### config.mk
export PLATFORM = sky130hd
export DESIGN_NAME = fpcmp_unit
export DESIGN_NICKNAME = d
export VERILOG_FILES = /design/src/rtl/fpcmp_pkg.sv /design/src/rtl/fpcmp_classify.sv /design/src/rtl/fpcmp_magcmp.sv /design/src/rtl/fpcmp_decide.sv /design/src/rtl/fpcmp_unit.sv
export SDC_FILE = /design/constraint.sdc
export NUM_CORES = 1
export LEC_CHECK = 0
export ABC_AREA = 1
export BUFFER_PORTS_ARGS = -buffer_cell sky130_fd_sc_hd__buf_4
export CORE_ASPECT_RATIO = 0.6
export CORE_MARGIN = 4
export CORE_UTILIZATION = 47
export CTS_BUF_LIST = sky130_fd_sc_hd__clkbuf_16
export DETAILED_ROUTE_END_ITERATION = 8
export PLACE_DENSITY = 0.75
export SLEW_MARGIN = 25
export SYNTH_ARGS = -nofsm -noshare
export SYNTH_HDL_FRONTEND = slang
export SYNTH_HIERARCHICAL = 1
export SYNTH_SLANG_ARGS = --single-unit
### constraint.sdc
create_clock -name clk -period 6.6 [get_ports clk]
set_input_delay 0.99 -clock clk [delete_from_list [all_inputs] [get_ports clk]]
set_output_delay 0.99 -clock clk [all_outputs]
set_load 0.05 [all_outputs]
### src/rtl/fpcmp_pkg.sv
package fpcmp_pkg;

  localparam int FP_EXP_W  = 11;
  localparam int FP_FRAC_W = 52;

  // Operand class, ordered by magnitude rank for non-NaN values
  typedef enum logic [1:0] {
    CLS_ZERO = 2'd0,
    CLS_FIN  = 2'd1,
    CLS_INF  = 2'd2,
    CLS_NAN  = 2'd3
  } opclass_e;

  // Condition code, bit 3 down to bit 0
  typedef struct packed {
    logic lt;
    logic gt;
    logic eq;
    logic un;
  } cc_t;

  localparam cc_t CC_NONE = '{lt: 1'b0, gt: 1'b0, eq: 1'b0, un: 1'b0};

endpackage

### src/rtl/fpcmp_classify.sv
module fpcmp_classify
  import fpcmp_pkg::*;
#(
  parameter int EXP_W  = FP_EXP_W,
  parameter int FRAC_W = FP_FRAC_W,
  localparam int OP_W  = 1 + EXP_W + FRAC_W,
  localparam int MAG_W = EXP_W + FRAC_W
) (
  input  logic [OP_W-1:0]  op_i,
  output logic             sign_o,
  output opclass_e         cls_o,
  output logic             snan_o,
  output logic [MAG_W-1:0] mag_o
);

  logic [EXP_W-1:0]  exp_f;
  logic [FRAC_W-1:0] frac_f;
  logic              exp_max;
  logic              exp_min;
  logic              frac_zero;

  assign sign_o    = op_i[OP_W-1];
  assign exp_f     = op_i[MAG_W-1:FRAC_W];
  assign frac_f    = op_i[FRAC_W-1:0];
  assign mag_o     = op_i[MAG_W-1:0];
  assign exp_max   = &exp_f;
  assign exp_min   = ~|exp_f;
  assign frac_zero = ~|frac_f;

  always_comb begin
    if (exp_max && !frac_zero)      cls_o = CLS_NAN;
    else if (exp_max)               cls_o = CLS_INF;
    else if (exp_min && frac_zero)  cls_o = CLS_ZERO;
    else                            cls_o = CLS_FIN;
  end

  // quiet bit is the top fraction bit; clear means signalling
  assign snan_o = exp_max && !frac_zero && !frac_f[FRAC_W-1];

endmodule

### src/rtl/fpcmp_magcmp.sv
module fpcmp_magcmp #(
  parameter int MAG_W   = 63,
  parameter int CHUNK_W = 9,
  localparam int N_CHUNK = (MAG_W + CHUNK_W - 1) / CHUNK_W,
  localparam int PAD_W   = N_CHUNK * CHUNK_W
) (
  input  logic [MAG_W-1:0] a_i,
  input  logic [MAG_W-1:0] b_i,
  output logic             lt_o,
  output logic             eq_o
);

  logic [PAD_W-1:0]   a_pad;
  logic [PAD_W-1:0]   b_pad;
  logic [N_CHUNK-1:0] chunk_lt;
  logic [N_CHUNK-1:0] chunk_eq;

  generate
    if (PAD_W > MAG_W) begin : g_pad
      assign a_pad = {{(PAD_W-MAG_W){1'b0}}, a_i};
      assign b_pad = {{(PAD_W-MAG_W){1'b0}}, b_i};
    end else begin : g_nopad
      assign a_pad = a_i;
      assign b_pad = b_i;
    end
  endgenerate

  // independent narrow comparators, one per chunk
  generate
    for (genvar c = 0; c < N_CHUNK; c++) begin : g_chunk
      logic [CHUNK_W-1:0] a_c;
      logic [CHUNK_W-1:0] b_c;
      assign a_c         = a_pad[c*CHUNK_W +: CHUNK_W];
      assign b_c         = b_pad[c*CHUNK_W +: CHUNK_W];
      assign chunk_lt[c] = a_c < b_c;
      assign chunk_eq[c] = a_c == b_c;
    end
  endgenerate

  // the most significant unequal chunk decides
  always_comb begin
    logic decided;
    lt_o    = 1'b0;
    decided = 1'b0;
    for (int c = N_CHUNK - 1; c >= 0; c--) begin
      if (!decided && !chunk_eq[c]) begin
        lt_o    = chunk_lt[c];
        decided = 1'b1;
      end
    end
  end

  assign eq_o = &chunk_eq;

endmodule

### src/rtl/fpcmp_decide.sv
module fpcmp_decide
  import fpcmp_pkg::*;
(
  input  logic     ordered_i,
  input  logic     sign_a_i,
  input  opclass_e cls_a_i,
  input  logic     snan_a_i,
  input  logic     sign_b_i,
  input  opclass_e cls_b_i,
  input  logic     snan_b_i,
  input  logic     mag_lt_i,
  input  logic     mag_eq_i,
  output cc_t      cc_o,
  output logic     snan_o,
  output logic     invalid_o
);

  logic any_nan;
  logic both_zero;
  logic abs_lt;
  logic abs_gt;
  logic abs_eq;

  assign any_nan   = (cls_a_i == CLS_NAN) || (cls_b_i == CLS_NAN);
  assign both_zero = (cls_a_i == CLS_ZERO) && (cls_b_i == CLS_ZERO);

  // magnitude relation: class rank first, then bit magnitude
  always_comb begin
    abs_lt = 1'b0;
    abs_gt = 1'b0;
    abs_eq = 1'b0;
    if (cls_a_i != cls_b_i) begin
      abs_lt = cls_a_i < cls_b_i;
      abs_gt = !abs_lt;
    end else if (cls_a_i == CLS_FIN) begin
      abs_eq = mag_eq_i;
      abs_lt = mag_lt_i;
      abs_gt = !mag_lt_i && !mag_eq_i;
    end else begin
      abs_eq = 1'b1;
    end
  end

  always_comb begin
    cc_o = CC_NONE;
    if (any_nan) begin
      cc_o.un = 1'b1;
    end else if (both_zero) begin
      cc_o.eq = 1'b1;
    end else if (sign_a_i != sign_b_i) begin
      cc_o.lt = sign_a_i;
      cc_o.gt = !sign_a_i;
    end else begin
      cc_o.eq = abs_eq;
      cc_o.lt = sign_a_i ? abs_gt : abs_lt;
      cc_o.gt = sign_a_i ? abs_lt : abs_gt;
    end
  end

  assign snan_o    = snan_a_i || snan_b_i;
  assign invalid_o = ordered_i && any_nan;

endmodule

### src/rtl/fpcmp_unit.sv
module fpcmp_unit
  import fpcmp_pkg::*;
#(
  parameter int EXP_W   = FP_EXP_W,
  parameter int FRAC_W  = FP_FRAC_W,
  parameter int CHUNK_W = 9,
  localparam int OP_W   = 1 + EXP_W + FRAC_W,
  localparam int MAG_W  = EXP_W + FRAC_W
) (
  input  logic            clk,
  input  logic            rst_n,
  input  logic            start_i,
  input  logic            ordered_i,
  input  logic [OP_W-1:0] op_a_i,
  input  logic [OP_W-1:0] op_b_i,
  output logic            done_o,
  output logic [3:0]      cc_o,
  output logic            snan_o,
  output logic            invalid_o
);

  logic             sign_a, sign_b;
  opclass_e         cls_a, cls_b;
  logic             snan_a, snan_b;
  logic [MAG_W-1:0] mag_a, mag_b;
  logic             mag_lt, mag_eq;
  cc_t              cc_next;
  logic             snan_next, inv_next;

  cc_t  cc_q;
  logic done_q, snan_q, inv_q;

  fpcmp_classify #(.EXP_W(EXP_W), .FRAC_W(FRAC_W)) u_cls_a (
    .op_i(op_a_i), .sign_o(sign_a), .cls_o(cls_a), .snan_o(snan_a), .mag_o(mag_a)
  );

  fpcmp_classify #(.EXP_W(EXP_W), .FRAC_W(FRAC_W)) u_cls_b (
    .op_i(op_b_i), .sign_o(sign_b), .cls_o(cls_b), .snan_o(snan_b), .mag_o(mag_b)
  );

  fpcmp_magcmp #(.MAG_W(MAG_W), .CHUNK_W(CHUNK_W)) u_mag (
    .a_i(mag_a), .b_i(mag_b), .lt_o(mag_lt), .eq_o(mag_eq)
  );

  fpcmp_decide u_dec (
    .ordered_i (ordered_i),
    .sign_a_i  (sign_a),
    .cls_a_i   (cls_a),
    .snan_a_i  (snan_a),
    .sign_b_i  (sign_b),
    .cls_b_i   (cls_b),
    .snan_b_i  (snan_b),
    .mag_lt_i  (mag_lt),
    .mag_eq_i  (mag_eq),
    .cc_o      (cc_next),
    .snan_o    (snan_next),
    .invalid_o (inv_next)
  );

  always_ff @(posedge clk) begin
    if (!rst_n) begin
      done_q <= 1'b0;
      cc_q   <= CC_NONE;
      snan_q <= 1'b0;
      inv_q  <= 1'b0;
    end else begin
      done_q <= start_i;
      if (start_i) begin
        // whole field rewritten: old code and flags never survive
        cc_q   <= cc_next;
        snan_q <= snan_next;
        inv_q  <= inv_next;
      end
    end
  end

  assign done_o    = done_q;
  assign cc_o      = cc_q;
  assign snan_o    = snan_q;
  assign invalid_o = inv_q;

endmodule

==> impl_metrics.csv, run 1 <==
group,metric,value,unit
synth,synth.distinct_cells,31,
clocking,cts_hold_buffers,0,
clocking,cts_sinks,7,
power,intPower,0.0002317,W
route,viasPerCell,4.656,
route,final_antenna_net_count,0,
sta,final.hold.worst_slack,0.4833,ns
critical_path,worst_setup_path_end_kind,"register",
sta,timing.final.max_slew_violations,0,
clocking,clock_latency,0.23,ns
clocking,number_of_setup_buffers_added_after_cts,0,
route,drtIter0Drc,217,
synth,synth_area_per_cell,5.800,µm²
worst_hold_path,holdCritStartpoint,"cc_o[3]",
global_route,grt_first_pass_wirelength,16190,µm
final_layout,mostFrequentLayoutCells,"nand2_1 (144), buf_4 (138), nor2_1 (123), inv_1 (114), ha_1 (65)",
global_route,grt_start_max_net_pins,14,
final_layout,layout.cells.most_common,"nand2_1",
synth,post_synth_inst_count,689,
synth,synthTopCellsByArea,"buf_4 (24%), ha_1 (20%), nand2_1 (14%)",
critical_path,critPathMaxFanout,3,
placed_design,post-place-ws,3.494,ns
sta,timing.final.hold_violations,0,
critical_path,timing.critical_path.required,6.77,ns
final_layout,area_delta_synth_final,6.763,%
sta,timing.final.ws_setup,3.713,ns
floorplanning,pin_count,139,
flow_run,timing.max_cap.violations,0,
critical_path,critical_path_type,"in2reg",
clocking,htree_levels,1,
placed_design,place.port_buffers,138,
clocking,cts_tree,"yes",
power,leakage,2.526,nW
floorplanning,die_x,127.0,µm
clocking,cts.path.max_buffers,2,
sta,setup_viol,0,
floorplanning,design.die.area,10090,µm²
sta,period_needed,2.887,ns
route,final_wirelength,9795,µm
route,drt_pre_antenna_iters,5,
sta,setup_tns,0,ns
worst_hold_path,hold_path.class,"reg2reg",
sta,final.period_utilization,43.75,%
power,power-per-cell-area,87.53,nW/µm²
synth,seq_area_frac_synth,3.507,%
clocking,cts.reportedPaths.clkPinSlew,0.04,ns
clocking,clk_root_buffer_cell,"clkbuf_16",
synth,synth_top_area_cell,"buf_4",
run_status,status,"completed",
sta,tightest_slew,0.4112,ns
sta,maxClockFrequency,346.3,MHz
final_layout,finalNetCount,899,
power,p_sw_share,37.97,%
final_layout,post_route_cells_drive_above_1_share,22.68,%
global_route,grt.total_usage,19.28,%
power,p_seq_share,12.4,%
final_layout,antenna_cells_inserted,0,
synth,ffs_latches_synth,7,
floorplanning,coreArea,8070,µm²
synth,area_share_of_the_largest_cell_type_after_synthesis,24.23,%
sta,maxSlewHeadroom,72.38,%
synth,yosys_warnings,6,
floorplanning,row_count,25,
critical_path,startpoint_type,"input pin",
floorplanning,die_y,79.43,µm
global_route,grt_pass1_vias,3633,
placed_design,place.detailed.hpwl,9084,µm
synth,synth_nets,886,
synth,netlist_area,3996,µm²
critical_path,worst_r2r_start,"invalid_o",
floorplanning,floorplan.initialDensity,49.52,%
global_route,gr-total-overflow,0,
final_layout,final_instance_area,4267,µm²
route,drcViolationCount,0,
route,wl_per_cell,12.11,µm
power,p_comb_share,60.7,%
power,peakVddDrop,71.27,µV
critical_path,startpoint,"op_b_i[26]",
placed_design,final_replace_weighted_congestion,0.9162,
placed_design,dpl_cell_area,4188,µm²
sta,rsz_0062_raised_after_global_routing,"false",
clocking,post_cts.resized_instances,0,
global_route,grt_antenna_before_repair,0,
power,totalPowerFinal,0.0003735,W
clocking,cts_buffers,3,
route,vias,3767,
critical_path,arrival,3.06,ns
power,pwr-share-clk,26.9,%
power,total_switching_power,0.0001418,W
sta,final.setup_skew,0,ns
## synth_stat cells
library cell	count
dfxtp_1	7
nand3_2	1
nor2_1	123
o211ai_1	2
and2_1	1
o21ai_0	7
nor3_2	4
buf_4	129
nor2_2	7
nor4_1	2
nand4_1	9
nor2_4	2
inv_2	1
or2_2	1
nor3b_1	1
a21o_1	2
o21ai_2	1
inv_1	113
nor3_1	4
nand2_1	144
and2_0	2
a21oi_1	25
nand3b_1	2
nand3_1	25
and3_1	3
a211oi_1	1
xnor2_1	1
nand2_2	1
buf_6	1
o21a_1	2
ha_1	65
## through the flow
stage               util (%)  instances
floorplan                  -        689
global placement       51.89        805
detailed placement     51.89        805
CTS                    52.87        809
global route           52.87        809
finish                 52.87        809
## cell families after synthesis
| kind of cell | synth area share (%) |
|---|---|
| xor+xnor | 0.2192 |
| fa+ha+maj | 20.35 |
| flops | 3.506 |
| compound gates | 5.541 |
| simple gates | 35.16 |
| buf+inv | 35.22 |
## layer usage
layer | wire [µm] | global-route usage [%] | vias up
met4 | 57 | 1.713 | 0
met2 | 4050 | 30.27 | 140
li1 | - | - | 2029
met3 | 880 | 3.877 | 6
met5 | 0 | 0 | -
met1 | 4806 | 28.14 | 1592
## state kept, by name (all words and copies together), names as in the netlist
signal and flops:
done_o 1, snan_o 1, invalid_o 1, cc_o 4
## power by group through the flow
stage / registers, W / logic [W] / clock network, W
floorplan: 0.0000555 / 0.000165 / 0
global placement: 0.0000468 / 0.000221 / 0
detailed placement: 0.0000470 / 0.000225 / 0
CTS: 0.0000464 / 0.000226 / 0.000103
global route: 0.0000466 / 0.000260 / 0.000106
finish: 0.0000464 / 0.000227 / 0.000101
## worst max-delay path, cell delays in order
cell     delay, ns
buf_4         0.11
nor2_1        0.11
nand2_1       0.06
nor2_1        0.18
nand2_1       0.07
nor2_1        0.21
nand3_1       0.21
ha_1          0.33
nand2_1       0.11
inv_1         0.08
nand2_1       0.09
nand3_1       0.10
nand2_1       0.07
inv_1         0.04
nor2_1        0.08
inv_1         0.04
nand2_1       0.05
nand2_1       0.05
nor2_1        0.07
## final timing paths
| check | to | slack (ns) | cells after the start |
|---|---|---|---|
| max | cc_o[2] | 3.71 | 19 |
| min | cc_o[3] | 0.48 | 2 |
| max reg2reg | invalid_o | 6.01 | 2 |
| min reg2reg | cc_o[3] | 0.48 | 2 |
## layout make-up
type / count / area [µm²]
well taps: 108 / 135.1
flip-flops and latches: 7 / 140.1
inverters: 114 / 427.9
clock inverters: 1 / 3.754
repair buffers: 138 / 1036
multi-input cells: 438 / 2449
fillers: 799 / 3804
clock buffers: 3 / 75.07
No activity file was read; power rests on OpenSTA's default activity.
==> run 2, diff against run 1 <==
==> constraint.sdc (replaced) <==
create_clock -name clk -period 2.82 [get_ports clk]
set_input_delay 0.423 -clock clk [delete_from_list [all_inputs] [get_ports clk]]
set_output_delay 0.423 -clock clk [all_outputs]
set_load 0.05 [all_outputs]
==> impl_metrics.csv, run 2 (same netlist as run 1, synthesis figures left out) <==
group,metric,value,unit
route,final_wirelength,10050,µm
route,wl_per_cell,12.42,µm
route,drt_pre_antenna_iters,5,
global_route,grt_util_met2,31.49,%
clocking,cts_buffers,3,
final_layout,largest_register_ffs,4,
clocking,post_cts.resized_instances,0,
critical_path,arrival,2.50,ns
power,power-per-cell-area,206.2,nW/µm²
sta,timing.final.max_slew_violations,0,
sta,maxClockFrequency,427.9,MHz
route,viasPerCell,4.669,
final_layout,utilization,52.87,%
floorplanning,row_count,25,
critical_path,worst_setup_path_end_kind,"register",
critical_path,reg2regPathDepth,2,
sta,final.period_utilization,82.87,%
clocking,cts_sinks,7,
critical_path,slowest_delay,0.32,ns
critical_path,startpoint_type,"input pin",
worst_hold_path,hold_path.class,"in2reg",
floorplanning,coreArea,8070,µm²
sta,timing.final.hold_violations,0,
global_route,grt_antenna_before_repair,0,
floorplanning,die_x,127.0,µm
critical_path,worst_path_max_delay_cell,"ha_1",
placed_design,place.detailed.hpwl,9222,µm
clocking,cts.path.max_buffers,2,
final_layout,layout.cells.most_common,"nand2_1",
critical_path,critical_path_type,"in2reg",
floorplanning,die_y,79.43,µm
route,drcViolationCount,0,
worst_hold_path,whs_path_depth,3,
global_route,grtUsageMet1,27.94,%
sta,setup_tns,0,ns
global_route,gr-total-overflow,0,
route,drtIter0Drc,207,
final_layout,antenna_cells_inserted,0,
clocking,number_of_setup_buffers_added_after_cts,0,
power,leakage,2.526,nW
floorplanning,design.die.area,10090,µm²
sta,tightest_slew,0.4143,ns
placed_design,final_replace_weighted_congestion,0.9161,
clocking,cts_hold_buffers,0,
route,vias,3777,
global_route,grt_first_pass_wirelength,16370,µm
final_layout,fin_cells,809,
final_layout,final_instance_area,4267,µm²
flow_run,timing.max_cap.violations,0,
clocking,htree_levels,1,
clocking,cts.reportedPaths.clkPinSlew,0.04,ns
sta,setup_viol,0,
critical_path,critPathMaxFanout,3,
global_route,grt.total_usage,19.48,%
clocking,cts_tree,"yes",
sta,period_needed,2.337,ns
sta,final.setup_skew,0,ns
critical_path,cell_seen_most_often_among_critical_path_stages,"nand2_1",
route,final_antenna_net_count,0,
run_status,status,"completed",
placed_design,dpl_cell_area,4188,µm²
clocking,clock_latency,0.23,ns
sta,rsz_0062_raised_after_global_routing,"false",
floorplanning,pin_count,139,
final_layout,area_delta_synth_final,6.763,%
global_route,gr-max-usage-layer,"met2",
placed_design,place.port_buffers,138,
sta,maxSlewHeadroom,72.17,%
placed_design,placed_cells_incl_taps,805,
final_layout,post_route_cells_drive_above_1_share,22.68,%
critical_path,critical_path_cell_list,"buf_4 -> nor2_1 -> nand2_1 -> nor2_1 -> nand2_1 -> nor2_1 -> nand3_1 -> ha_1 -> nand2_1 -> inv_1 -> nand2_1 -> nand3_1 -> nand2_1 -> inv_1 -> nor2_1 -> inv_1 -> nand2_1 -> nand2_1 -> nor2_1",
clocking,clk_root_buffer_cell,"clkbuf_16",
global_route,grt_pass1_vias,3720,
global_route,grt_start_max_net_pins,14,
global_route,groute.layer.met3.usage,3.275,%
critical_path,timing.critical_path.required,2.98,ns
final_layout,finalNetCount,899,
power,peakVddDrop,170.9,µV
power,totalPowerFinal,0.0008796,W
final_layout,mostFrequentLayoutCells,"nand2_1 (144), buf_4 (138), nor2_1 (123), inv_1 (114), ha_1 (65)",
floorplanning,floorplan.initialDensity,49.52,%
## run 2: area by class of cell
type                       count  area [µm²]
clock buffer                   3       75.07
timing repair buffer         138        1036
fill                         803        3804
multi-input combinational    438        2449
tap                          108       135.1
clock inverter                 1       3.754
inverter                     114       427.9
sequential                     7       140.1
## run 2: layer usage
layer / share of wire, % / vias to the layer above / wire length, µm
met5: 0 / - / 0
met4: 0.82 / 0 / 82
met3: 8.9 / 12 / 896
met2: 42 / 153 / 4239
met1: 48 / 1590 / 4830
li1: - / 2022 / -
## run 2: critical path: cells and delay by family
| kind | cells | cell delay (ns) |
|---|---|---|
| simple gates | 14 | 1.49 |
| fa+ha+maj | 1 | 0.32 |
| buf+inv | 4 | 0.25 |
## run 2: report_power, final
group | switching (W) | internal (W)
logic | 0.000280 | 0.000253
registers | 0.00000280 | 0.000106
clock network | 0.0000536 | 0.000184
## run 2: through the flow
| step | hold WS, ns | worst slack [ns] |
|---|---|---|
| floorplan | 0.5206 | 0.6353 |
| global placement | 0.4586 | 0.3797 |
| detailed placement | 0.4663 | 0.3169 |
| CTS | 0.4542 | 0.5182 |
| global route | 0.4683 | 0.2314 |
| finish | 0.4558 | 0.4831 |
## run 2: final timing paths
kind               endpoint  slack (ns)        from
setup / recovery    cc_o[3]        0.48  op_b_i[26]
hold / removal       done_o        0.46       rst_n
setup reg to reg    cc_o[1]        2.27     cc_o[1]
hold reg to reg   invalid_o        0.47   invalid_o
==> run 3, diff against run 2 <==
==> constraint.sdc (replaced) <==
create_clock -name clk -period 2.25 [get_ports clk]
set_input_delay 0.3375 -clock clk [delete_from_list [all_inputs] [get_ports clk]]
set_output_delay 0.3375 -clock clk [all_outputs]
set_load 0.05 [all_outputs]
==> impl_metrics.csv, run 3 (same netlist as run 1, synthesis figures left out) <==
group,metric,value,unit
run_status,status,"completed",
clocking,clock_latency,0.23,ns
sta,maxClockFrequency,444.9,MHz
final_layout,num-fill-cells,768,
critical_path,critical_path_type,"in2reg",
global_route,grt_pass1_vias,3810,
critical_path,worst_path_max_delay_cell,"nor4_1",
floorplanning,die_y,79.43,µm
floorplanning,design.die.area,10090,µm²
flow_run,timing.max_cap.violations,0,
power,power-per-cell-area,256.1,nW/µm²
route,final_antenna_net_count,0,
placed_design,post-place-ws,-0.1600,ns
sta,period_needed,2.248,ns
sta,tightest_slew,0.3487,ns
final_layout,mostFrequentLayoutCells,"buf_4 (157), nand2_1 (131), nor2_1 (108), inv_1 (105), ha_1 (45)",
sta,timing.final.ws_setup,0.002405,ns
final_layout,area_delta_synth_final,21.76,%
clocking,cts_buffers,3,
global_route,gr-total-overflow,0,
floorplanning,row_count,25,
route,drcViolationCount,0,
critical_path,cpLargestDelayFamily,"simple AND/OR/NAND/NOR gates",
clocking,cts.reportedPaths.clkPinSlew,0.04,ns
critical_path,reg2regPathDepth,2,
clocking,cts_tree,"yes",
final_layout,layout.cells.most_common,"buf_4",
floorplanning,coreArea,8070,µm²
critical_path,slowest_delay,0.32,ns
critical_path,timing.reg2reg.setup_slack,1.70,ns
worst_hold_path,min_delay_worst_endpoint,"done_o",
clocking,cts_sinks,7,
route,viasPerCell,4.750,
critical_path,timing.critical_path.required,2.37,ns
critical_path,startpoint_type,"input pin",
route,vias,3952,
placed_design,place.detailed.hpwl,9422,µm
route,drt_pre_antenna_iters,5,
critical_path,rr_endpoint,"cc_o[2]",
final_layout,largest_register_ffs,4,
sta,timing.final.hold_violations,0,
critical_path,arrival,2.37,ns
sta,final.setup_skew,0,ns
clocking,cts_hold_buffers,0,
global_route,grt_antenna_before_repair,0,
clocking,htree_levels,1,
global_route,grt.total_usage,19.61,%
power,peakVddDrop,177.8,µV
final_layout,post_route_cells_drive_above_1_share,33.70,%
global_route,grt_start_max_net_pins,14,
floorplanning,die_x,127.0,µm
sta,final.period_utilization,99.89,%
worst_hold_path,whs_path_depth,3,
route,final_wirelength,11130,µm
final_layout,antenna_cells_inserted,0,
critical_path,critical_path_cell_list,"buf_6 -> inv_4 -> ha_4 -> nand2_4 -> nor2_4 -> nand2_2 -> buf_4 -> nor4_1 -> nand2_1 -> nor2_1 -> nor2_1 -> nand2_1 -> nand2_1 -> nand3_1 -> nand2_1 -> inv_1 -> nor2_1 -> inv_1 -> nand2_1 -> nand2_1 -> nor2_1",
placed_design,final_replace_weighted_congestion,0.9501,
critical_path,worst_setup_path_end_kind,"register",
sta,final.hold.worst_slack,0.3497,ns
route,wl_per_cell,13.38,µm
final_layout,finalNetCount,922,
clocking,clk_root_buffer_cell,"clkbuf_16",
placed_design,place.port_buffers,138,
sta,setup_viol,0,
critical_path,critical_path.n_buffers_inverters,5,
sta,maxSlewHeadroom,76.54,%
global_route,grt_first_pass_wirelength,16590,µm
power,leakage,2.658,nW
sta,timing.final.max_slew_violations,0,
worst_hold_path,hold_path.class,"in2reg",
critical_path,worstSetupPathDepth,21,
floorplanning,floorplan.initialDensity,49.52,%
worst_hold_path,holdCritStartpoint,"rst_n",
critical_path,worst_r2r_start,"cc_o[2]",
floorplanning,pin_count,139,
critical_path,cell_seen_most_often_among_critical_path_stages,"nand2_1",
critical_path,critPathMaxFanout,3,
route,drtIter0Drc,206,
clocking,cts.path.max_buffers,2,
==> run 3: worst reg2reg max path: stages, from the launching register on <==
cell and delay [ns]:
dfxtp_1 0.30, nor2_1 0.09, nor2_1 0.05
==> run 3: worst max-delay path by stage <==
| stage | slack (ns) | endpoint | startpoint |
|---|---|---|---|
| finish | 0.002 | cc_o[2] | op_b_i[56] |
| floorplan | 0.15 | cc_o[3] | op_a_i[58] |
| detailed placement | -0.16 | cc_o[2] | op_a_i[60] |
| global route | -0.15 | cc_o[3] | op_a_i[41] |
| global placement | -0.10 | cc_o[3] | op_a_i[60] |
| CTS | 0.07 | cc_o[2] | op_a_i[60] |
==> run 3: through the flow <==
stage                     total power (W)  instances  cell area [µm²]  util [%]  TNS (ns)
final                            0.001246        832             4866     60.29         0
after global routing             0.001354        832             4866     60.29   -0.3817
after CTS                        0.001133        829             4417     54.73         0
after detailed placement        0.0008276        825             4338     53.75   -0.3515
after global placement          0.0008075        825             4338     53.75   -0.2041
after floorplan                 0.0006463        689             3996         -         0
==> run 3: final cells by class <==
cell class                 instances  area [µm²]  share of cell area [%]
clock inverter                     1       3.754                 0.07714
clock buffer                       3       75.07                   1.543
tap                              108       135.1                   2.777
multi-input combinational        438        2858                   58.73
timing repair buffer             161        1224                   25.15
sequential                         7       140.1                   2.880
inverter                         114       430.4                   8.845
==> run 3: layer usage <==
metal  vias to the layer above  global-route usage (%)  routed length [µm]
met5                         -                       0                   0
met4                         0                   1.713                  27
met3                         4                   3.676                 941
met2                       156                   32.28                5071
met1                      1718                   27.68                5091
li1                       2074                       -                   -
==> run 3: power by group <==
part | total, W | switching, W | leakage [nW] | internal (W)
logic | 0.000812 | 0.000416 | 2.56 | 0.000396
clock network | 0.000298 | 0.0000674 | 0.0423 | 0.000231
registers | 0.000136 | 0.00000340 | 0.0579 | 0.000132
total | 0.00125 | 0.000487 | 2.66 | 0.000759
==> run 3: what timing repair did <==
item                       4_1_cts  5_1_grt
gates resized for setup          0       82
buffers inserted                 0        3
setup endpoints to repair        0        3
